File: config.mk
export PLATFORM = sky130hd
export DESIGN_NAME = csw_decoder
export DESIGN_NICKNAME = d
export VERILOG_FILES = /design/src/rtl/csw_pkg.sv /design/src/rtl/csw_area_regs.sv /design/src/rtl/csw_area_match.sv /design/src/rtl/csw_lowest_grant.sv /design/src/rtl/csw_decoder.sv
export SDC_FILE = /design/constraint.sdc
export NUM_CORES = 1
export LEC_CHECK = 0
export ABC_CLOCK_PERIOD_IN_PS = 2900
export CAP_MARGIN = 10
export CORE_MARGIN = 2
export CORE_UTILIZATION = 55
export DETAILED_ROUTE_END_ITERATION = 16
export PLACE_DENSITY_LB_ADDON = 0.12
export SETUP_SLACK_MARGIN = 0.02
export SYNTH_ARGS = -nofsm -noshare
export SYNTH_HDL_FRONTEND = slang
export SYNTH_SLANG_ARGS = --single-unit
File: constraint.sdc
create_clock -name clk -period 2.9 [get_ports clk]
set_clock_uncertainty 0.2 [all_clocks]
set_input_delay 0.725 -clock clk [delete_from_list [all_inputs] [get_ports clk]]
set_output_delay 0.725 -clock clk [all_outputs]
set_load 0.02 [all_outputs]
File: src/rtl/csw_pkg.sv
package csw_pkg;

    localparam int ADDR_W    = 24;
    localparam int START_W   = 8;
    localparam int START_LSB = ADDR_W - START_W;
    localparam int MASK_LSB  = 8;
    localparam int MASK_W    = ADDR_W - MASK_LSB;
    localparam int CFG_W     = 16;
    localparam int FULL_AREA = 2;

    localparam int LO_FINE   = 8;
    localparam int LO_COARSE = 15;
    localparam int HI_AREA0  = 20;
    localparam int HI_AREA1  = 21;
    localparam int HI_WIDE   = 22;

    typedef enum logic [1:0] {
        SEL_BASE = 2'd0,
        SEL_MASK = 2'd1,
        SEL_CTRL = 2'd2,
        SEL_NONE = 2'd3
    } cfg_sel_e;

    typedef struct packed {
        logic [START_W-1:0] base;
        logic [MASK_W-1:0]  mask;
        logic               en;
        logic               prog;
    } area_cfg_t;

    function automatic int mask_lo(int area);
        return (area < 2) ? LO_FINE : LO_COARSE;
    endfunction

    function automatic int mask_hi(int area);
        case (area)
            0:       return HI_AREA0;
            1:       return HI_AREA1;
            default: return HI_WIDE;
        endcase
    endfunction

    function automatic logic [MASK_W-1:0] maskable_bits(int area);
        logic [MASK_W-1:0] m;
        m = '0;
        for (int b = 0; b < MASK_W; b++) begin
            if ((b + MASK_LSB) >= mask_lo(area) && (b + MASK_LSB) <= mask_hi(area))
                m[b] = 1'b1;
        end
        return m;
    endfunction

    function automatic logic [ADDR_W-1:0] care_floor(int area);
        logic [ADDR_W-1:0] f;
        f = '0;
        for (int b = 0; b < ADDR_W; b++) begin
            if (b >= mask_lo(area))
                f[b] = 1'b1;
        end
        return f;
    endfunction

endpackage

File: src/rtl/csw_area_regs.sv
module csw_area_regs
    import csw_pkg::*;
#(
    parameter int AREA_IDX = 0,
    parameter int AREA_W   = 2
) (
    input  logic              clk,
    input  logic              rst,
    input  logic              cfg_we,
    input  logic [AREA_W-1:0] cfg_area,
    input  logic [1:0]        cfg_sel,
    input  logic [CFG_W-1:0]  cfg_wdata,
    output area_cfg_t         cfg
);

    localparam logic [MASK_W-1:0] MASKABLE = maskable_bits(AREA_IDX);
    localparam bit                HAS_MODE = (AREA_IDX == FULL_AREA);
    localparam logic              EN_RST   = HAS_MODE ? 1'b1 : 1'b0;

    logic     hit_me;
    cfg_sel_e sel;

    assign hit_me = cfg_we && (cfg_area == AREA_W'(AREA_IDX));
    assign sel    = cfg_sel_e'(cfg_sel);

    always_ff @(posedge clk) begin
        if (rst) begin
            cfg.base <= '0;
            cfg.mask <= '0;
            cfg.en   <= EN_RST;
            cfg.prog <= 1'b0;
        end else if (hit_me) begin
            case (sel)
                SEL_BASE: cfg.base <= cfg_wdata[START_W-1:0];
                SEL_MASK: cfg.mask <= cfg_wdata[MASK_W-1:0] & MASKABLE;
                SEL_CTRL: begin
                    cfg.en   <= cfg_wdata[0];
                    cfg.prog <= HAS_MODE ? cfg_wdata[1] : 1'b0;
                end
                default: ;
            endcase
        end
    end

endmodule

File: src/rtl/csw_area_match.sv
module csw_area_match
    import csw_pkg::*;
#(
    parameter int AREA_IDX = 0
) (
    input  area_cfg_t         cfg,
    input  logic [ADDR_W-1:0] addr,
    output logic              hit
);

    localparam logic [ADDR_W-1:0] FLOOR    = care_floor(AREA_IDX);
    localparam bit                HAS_MODE = (AREA_IDX == FULL_AREA);

    logic [ADDR_W-1:0] care;
    logic [ADDR_W-1:0] diff;
    logic              window_ok;

    always_comb begin
        care      = FLOOR & ~{cfg.mask, {MASK_LSB{1'b0}}};
        diff      = addr ^ {cfg.base, {START_LSB{1'b0}}};
        window_ok = ((diff & care) == '0);
        if (HAS_MODE && !cfg.prog)
            hit = cfg.en;
        else
            hit = cfg.en && window_ok;
    end

endmodule

File: src/rtl/csw_lowest_grant.sv
module csw_lowest_grant #(
    parameter int N = 4
) (
    input  logic [N-1:0] req,
    output logic [N-1:0] grant
);

    always_comb begin
        grant = req & (~req + N'(1));
    end

endmodule

File: src/rtl/csw_decoder.sv
module csw_decoder
    import csw_pkg::*;
#(
    parameter int N_AREAS = 4,
    parameter int AREA_W  = (N_AREAS > 1) ? $clog2(N_AREAS) : 1
) (
    input  logic                clk,
    input  logic                rst,
    input  logic                bus_valid,
    input  logic [ADDR_W-1:0]   bus_addr,
    input  logic                cfg_we,
    input  logic [AREA_W-1:0]   cfg_area,
    input  logic [1:0]          cfg_sel,
    input  logic [CFG_W-1:0]    cfg_wdata,
    output logic [N_AREAS-1:0]  cs_n
);

    area_cfg_t          area_cfg [N_AREAS];
    logic [N_AREAS-1:0] area_hit;
    logic [N_AREAS-1:0] area_en;
    logic [N_AREAS-1:0] area_grant;

    for (genvar i = 0; i < N_AREAS; i++) begin : g_area
        csw_area_regs #(
            .AREA_IDX (i),
            .AREA_W   (AREA_W)
        ) u_regs (
            .clk       (clk),
            .rst       (rst),
            .cfg_we    (cfg_we),
            .cfg_area  (cfg_area),
            .cfg_sel   (cfg_sel),
            .cfg_wdata (cfg_wdata),
            .cfg       (area_cfg[i])
        );

        csw_area_match #(
            .AREA_IDX (i)
        ) u_match (
            .cfg  (area_cfg[i]),
            .addr (bus_addr),
            .hit  (area_hit[i])
        );

        assign area_en[i] = area_cfg[i].en;
    end

    csw_lowest_grant #(
        .N (N_AREAS)
    ) u_grant (
        .req   (area_hit),
        .grant (area_grant)
    );

    always_ff @(posedge clk) begin
        if (rst)
            cs_n <= '1;
        else if (bus_valid)
            cs_n <= ~area_grant;
        else
            cs_n <= '1;
    end

endmodule

==> results by group, run 1 <==
Status
  • Status: completed

CTS
  • Clk sink count: 84
  • CTS tree: yes
  • CTS Root Buffer Type: clkbuf_8
  • Cts bufs inserted: 9
  • CTS max path bufs: 2
  • Post-CTS setup buffers: 0
  • Clock-pin slew of the registers on the worst-case setup and hold paths: 0.08 ns
  • Post-cts repair resize count: 0
  • Later-pin clock latency in the skew report: 0.35 ns
  • Number of hold buffers added after CTS: 0
  • H-Tree Level Count: 3

GRT
  • Overall track demand over capacity in global routing: 0.238
  • Global-route wire length before repair: 13000 um
  • Largest net degree at the start of global routing: 57
  • Global route total overflow: 0
  • Antenna violations before repair: 0
  • Via count of the first global-routing pass: 2505

Die
  • Initial core utilization: 0.575
  • Total I/O pin count: 52
  • Overall die area: 7340 um^2
  • Vertical die dimension: 85.7 um
  • Floorplan core area: 6390 um^2
  • Width of the chip: 85.7 um
  • Cell row count: 29

Synth
  • Post-synth design cell area: 3670 um^2
  • Count of unique library cells instantiated by Yosys: 35
  • Sequential share of the synthesized area: 0.458
  • EDFF count, synth: 0
  • Largest area contributor in the netlist: dfxtp_1
  • Yosys warning total: 0
  • Asr flop ratio synth: 0
  • Number of nets in the synthesized netlist: 423
  • Top_reg_cell synth: dfxtp_1
  • Avg Inst Size Synth: 9.79 um^2
  • Ranking of synthesized cells by instance count: 84 x dfxtp_1, 84 x nor2_1, 76 x mux2i_1
  • #FFs+latches synth: 84
  • Largest cells by area after synthesis: dfxtp_1 46%, mux2i_1 21%, nor2_1 8.6%, xnor2_1 6.4%, o22ai_1 2.4%
  • Number of standard cells after synthesis: 375
  • Top-area cell type share of the netlist area: 0.458

Run
  • Max_cap viols: 0

Detailed routing
  • DRC errors left: 0
  • Length of the first detailed-routing pass in iterations: 4
  • Wirelength, routed: 8190 um
  • Antenna Nets Post-Route: 0
  • Average via count per standard cell: 5.33
  • Number of DRC markers after the initial detailed-route iteration: 130
  • Average wire per cell in the routed design: 16.5 um
  • Total via count in the routed design: 2649

Place
  • Port bufs: 42
  • Dpl hpwl: 5920 um
  • Pre-CTS setup slack: 0.0235 ns
  • Weighted congestion reported at the end of routability-driven placement: 0.798

Power
  • Max IR drop VDD: 0.333 mV
  • Post-route total power: 2.37 mW
  • Leakage power: 1.85 nW
  • Cell Pwr Density: 544 nW/um^2

Timing
  • Number of hold-slack violations in the final timing report: 0
  • Setup repair after global routing missed its margin: false
  • Post-Route Setup TNS: 0 ns
  • Worst Max-Slew Pin Slew: 0.564 ns
  • Share of the clock period used by the worst path: 0.860
  • Final worst setup slack: 0.407 ns
  • Total count of max-transition violations in the final report: 0
  • Number of endpoints failing setup at the final stage: 0
  • Hold slack: 0.289 ns
  • F_max: 401 MHz
  • Clock period minus worst slack: 2.49 ns
  • Slew headroom: 0.624

Worst setup path
  • Sort of element at the end of the critical path: flop
  • Startpoint type of the worst setup path: input port
  • Crit path max fanout: 4
  • Critical path class: input port to flop
  • Data required, critical path: 2.93 ns
  • CP Data Arrival Time: 2.53 ns

Final layout
  • Fillcell total: 548
  • Synthesis-to-finish area growth: 19.0%
  • Total Nets Final: 463
  • Core utilization of the finished layout: 0.684
  • Layout cells sized above 1: 0.0905
  • Diodes inserted: 0

Worst hold path
  • Hold Path Class: flop to flop
## placed cells by master (no fill, tap or decap), types with 4 or more instances in the layout
cell and count:
buf_4 11, o21ai_0 7, nand2b_1 6, nor2_1 84, clkbuf_8 9, xnor2_2 4, o22ai_1 14, dfxtp_1 84
xnor2_1 27, mux2i_1 76, inv_1 9, clkdlybuf4s50_1 41, nand2_1 5
## flip-flops by register name, summed over array words and instances (netlist names)
name and flops:
cs_n 4, g_area.u_regs.cfg 80
## worst paths after layout
kind                       startpoint                       to  slack [ns]  depth (start not counted)
max reg2reg  g_area[2].u_regs.cfg[21]                  cs_n[2]        1.03                          5
max                      bus_addr[22]                  cs_n[2]        0.41                          6
min reg2reg   g_area[2].u_regs.cfg[0]  g_area[2].u_regs.cfg[0]        0.29                          2
min           g_area[2].u_regs.cfg[0]  g_area[2].u_regs.cfg[0]        0.29                          2
## stage by stage
step,area (um^2),cells
final,4370,497
after global routing,4370,497
after CTS,4370,497
after detailed placement,4130,481
after global placement,4130,481
after floorplan,3670,375
## worst max-delay path, cell delays in order
cell	delay (ns)
clkdlybuf4s50_1	0.65
xnor2_1	0.19
o22ai_1	0.11
nor4_1	0.33
o21ai_0	0.16
or3b_1	0.36
## metal layers
layer	part of all wire	GRT usage
met5	0	0
met4	0.013	0.107
met3	0.063	0.0385
met2	0.48	0.381
met1	0.44	0.317
## cell families after synthesis
kind of cell              Yosys count  share of synthesized area
xor gates and xnor gates           32                     0.0845
AOI/OAI and AO/OA                  30                     0.0518
and+or+nand+nor                   119                      0.147
buffers and inverters              34                     0.0518
DFF                                84                      0.458
muxes                              76                      0.207
## power by group
group | leakage (nW) | internal, mW | switching, mW
logic | 1.05 | 0.106 | 0.109
registers | 0.678 | 1.17 | 0.00871
clock network | 0.117 | 0.574 | 0.410
total | 1.85 | 1.85 | 0.527
## final cells by class
type / instances / area [um^2] / area share
clock buffer: 10 / 128 / 0.0292
clock inverter: 6 / 111 / 0.0255
inverter: 9 / 33.8 / 0.00773
multi-input combinational: 257 / 1800 / 0.412
sequential: 84 / 1680 / 0.385
tap: 77 / 96.3 / 0.0221
timing repair buffer: 54 / 518 / 0.119
Note: power is estimated with default switching activity, not from simulation.
==> run 2, diff against run 1 <==
CTS_CLUSTER_SIZE = 14   (was unset)
==> results of run 2 <==
Final layout, timing and power as in run 1 (identical DEF).
==> run 3, diff against run 2 <==
CORE_ASPECT_RATIO = 1.25   (was unset)
==> results by group, run 3 (same netlist as run 1, synthesis figures left out) <==
Status
  • Status: completed

Detailed routing
  • Length of the first detailed-routing pass in iterations: 5
  • DRC errors left: 0
  • Routed met2 length: 4150 um
  • Average via count per standard cell: 5.21
  • Top routing layer in use: met4
  • Wirelength, routed: 8220 um
  • Antenna Nets Post-Route: 0
  • Total via count in the routed design: 2653
  • Met1 Routed Length: 3700 um
  • Average wire per cell in the routed design: 16.2 um
  • Number of DRC markers after the initial detailed-route iteration: 171
  • Wire length on met3: 253 um

Final layout
  • Non-Filler Cell Area, Final: 4370 um^2
  • Total Nets Final: 466
  • Most used cells in the layout excluding fill and tap cells: 84 x nor2_1, 84 x dfxtp_1, 76 x mux2i_1, 41 x clkdlybuf4s50_1, 27 x xnor2_1
  • Layout cells sized above 1: 0.0948
  • Flip-flop count of the largest register, all copies and words added: 80
  • Diodes inserted: 0
  • Fillcell total: 559
  • Combined flip-flop and latch cell area: 1680 um^2
  • Area occupied by multi-input gates: 1800 um^2
  • Biggest regs: g_area.u_regs.cfg: 80 flops, cs_n: 4 flops
  • Register with the most flip-flops: g_area.u_regs.cfg
  • Synthesis-to-finish area growth: 19.0%
  • Core utilization of the finished layout: 0.669

CTS
  • H-Tree Level Count: 3
  • Cts bufs inserted: 9
  • Clock-pin slew of the registers on the worst-case setup and hold paths: 0.07 ns
  • Later-pin clock latency in the skew report: 0.34 ns
  • Post-cts repair resize count: 0
  • Number of hold buffers added after CTS: 0
  • CTS tree: yes
  • CTS max path bufs: 2
  • CTS Root Buffer Type: clkbuf_8
  • Clk sink count: 84
  • Post-CTS setup buffers: 0

Die
  • Width of the chip: 77.1 um
  • Floorplan core area: 6520 um^2
  • Total I/O pin count: 52
  • Vertical die dimension: 95.3 um
  • Cell row count: 33
  • Initial core utilization: 0.563
  • Overall die area: 7350 um^2

Worst setup path
  • FF-to-FF Start: g_area[2].u_regs.cfg[21]
  • Register-to-register setup slack: 0.96 ns
  • Cell depth of the worst flop-to-flop path: 5
  • Largest delay contributor family on the critical path: simple AND/OR/NAND/NOR gates
  • Startpoint type of the worst setup path: input port
  • Buf/Inv on CP: 1
  • Crit path max fanout: 4
  • Data required, critical path: 2.93 ns
  • Critical Path Max Stage Delay: 0.55 ns
  • Sort of element at the end of the critical path: flop
  • Cell with the largest stage delay on the worst path: clkdlybuf4s50_1
  • Critical path cell sequence: clkdlybuf4s50_1, xnor2_1, o22ai_1, nor4_1, o21ai_0, or3b_1
  • Critical path class: input port to flop
  • CP Data Arrival Time: 2.52 ns
  • R2R Path End: cs_n[2]

Timing
  • Worst Max-Slew Pin Slew: 0.820 ns
  • Setup repair after global routing missed its margin: false
  • Number of hold-slack violations in the final timing report: 0
  • Total count of max-transition violations in the final report: 0
  • Final worst setup slack: 0.409 ns
  • Number of endpoints failing setup at the final stage: 0
  • F_max: 401 MHz
  • Slew headroom: 0.454
  • Share of the clock period used by the worst path: 0.859
  • Clock period minus worst slack: 2.49 ns
  • Post-Route Setup TNS: 0 ns

Worst hold path
  • HP Start: g_area[2].u_regs.cfg[0]
  • Hold Path Sink: g_area[2].u_regs.cfg[0]
  • Hold Path Class: flop to flop
  • Number of cells on the worst hold path: 2

GRT
  • Via count of the first global-routing pass: 2535
  • Global route total overflow: 0
  • Global-route wire length before repair: 12900 um
  • Overall track demand over capacity in global routing: 0.234
  • Antenna violations before repair: 0
  • Largest net degree at the start of global routing: 81

Place
  • Post-DP Area: 4150 um^2
  • Port bufs: 42
  • Dpl hpwl: 5990 um
  • Pre-CTS setup slack: 0.0432 ns
  • Weighted congestion reported at the end of routability-driven placement: 0.808

Power
  • Leakage power: 1.85 nW
  • Clock power share: 0.393
  • Max IR drop VDD: 0.345 mV
  • Switching share of total power: 0.224
  • Register share of total power: 0.514
  • Cell Pwr Density: 525 nW/um^2
  • Switching Power: 0.512 mW
  • Cell internal pwr: 1.78 mW
  • Combinational group share of total power: 0.093

Run
  • Max_cap viols: 0
## run 3: through the flow
stage          total power [mW]  std cells  hold slack (ns)
5_1_grt                    2.38        509            0.323
3_5_place_dp               1.42        494            0.276
3_3_place_gp               1.42        494            0.265
6_report                   2.29        509            0.291
4_1_cts                    2.30        509            0.295
2_1_floorplan              1.32        375            0.250
## run 3: layer usage
metal / global-route usage / vias to the layer above
li1: - / 1341
met1: 0.293 / 1253
met2: 0.401 / 49
met3: 0.0436 / 10
met4: 0.0952 / 0
met5: 0 / -
## run 3: power groups by stage
stage | logic (mW) | registers (mW) | clock network (mW)
4_1_cts | 0.215 | 1.18 | 0.910
6_report | 0.214 | 1.18 | 0.901
2_1_floorplan | 0.120 | 1.20 | 0
3_3_place_gp | 0.212 | 1.20 | 0
3_5_place_dp | 0.214 | 1.20 | 0
5_1_grt | 0.231 | 1.18 | 0.967
## run 3: layout make-up
type,instances,share of cell area
inverters,9,0.00774
repair buffers,57,0.121
well taps,87,0.0249
clock buffers,11,0.0324
multi-input cells,257,0.412
flip-flops and latches,84,0.385
clock inverters,4,0.0169
## run 3: worst register-to-register path: stages (launching register included)
cell and delay, ns:
dfxtp_1 0.33, xnor2_1 0.27, o221ai_1 0.17, nor4_1 0.34, o21ai_0 0.15, or3b_1 0.35
## run 3: how the worst max path moves through the flow
stage               slack [ns]          from  depth (start not counted)      end
floorplan                 0.79  bus_addr[22]                          6  cs_n[3]
global placement          0.05  bus_addr[22]                          6  cs_n[3]
detailed placement        0.04  bus_addr[22]                          6  cs_n[2]
CTS                       0.40  bus_addr[22]                          6  cs_n[2]
global route              0.30  bus_addr[22]                          6  cs_n[2]
finish                    0.41  bus_addr[22]                          6  cs_n[2]
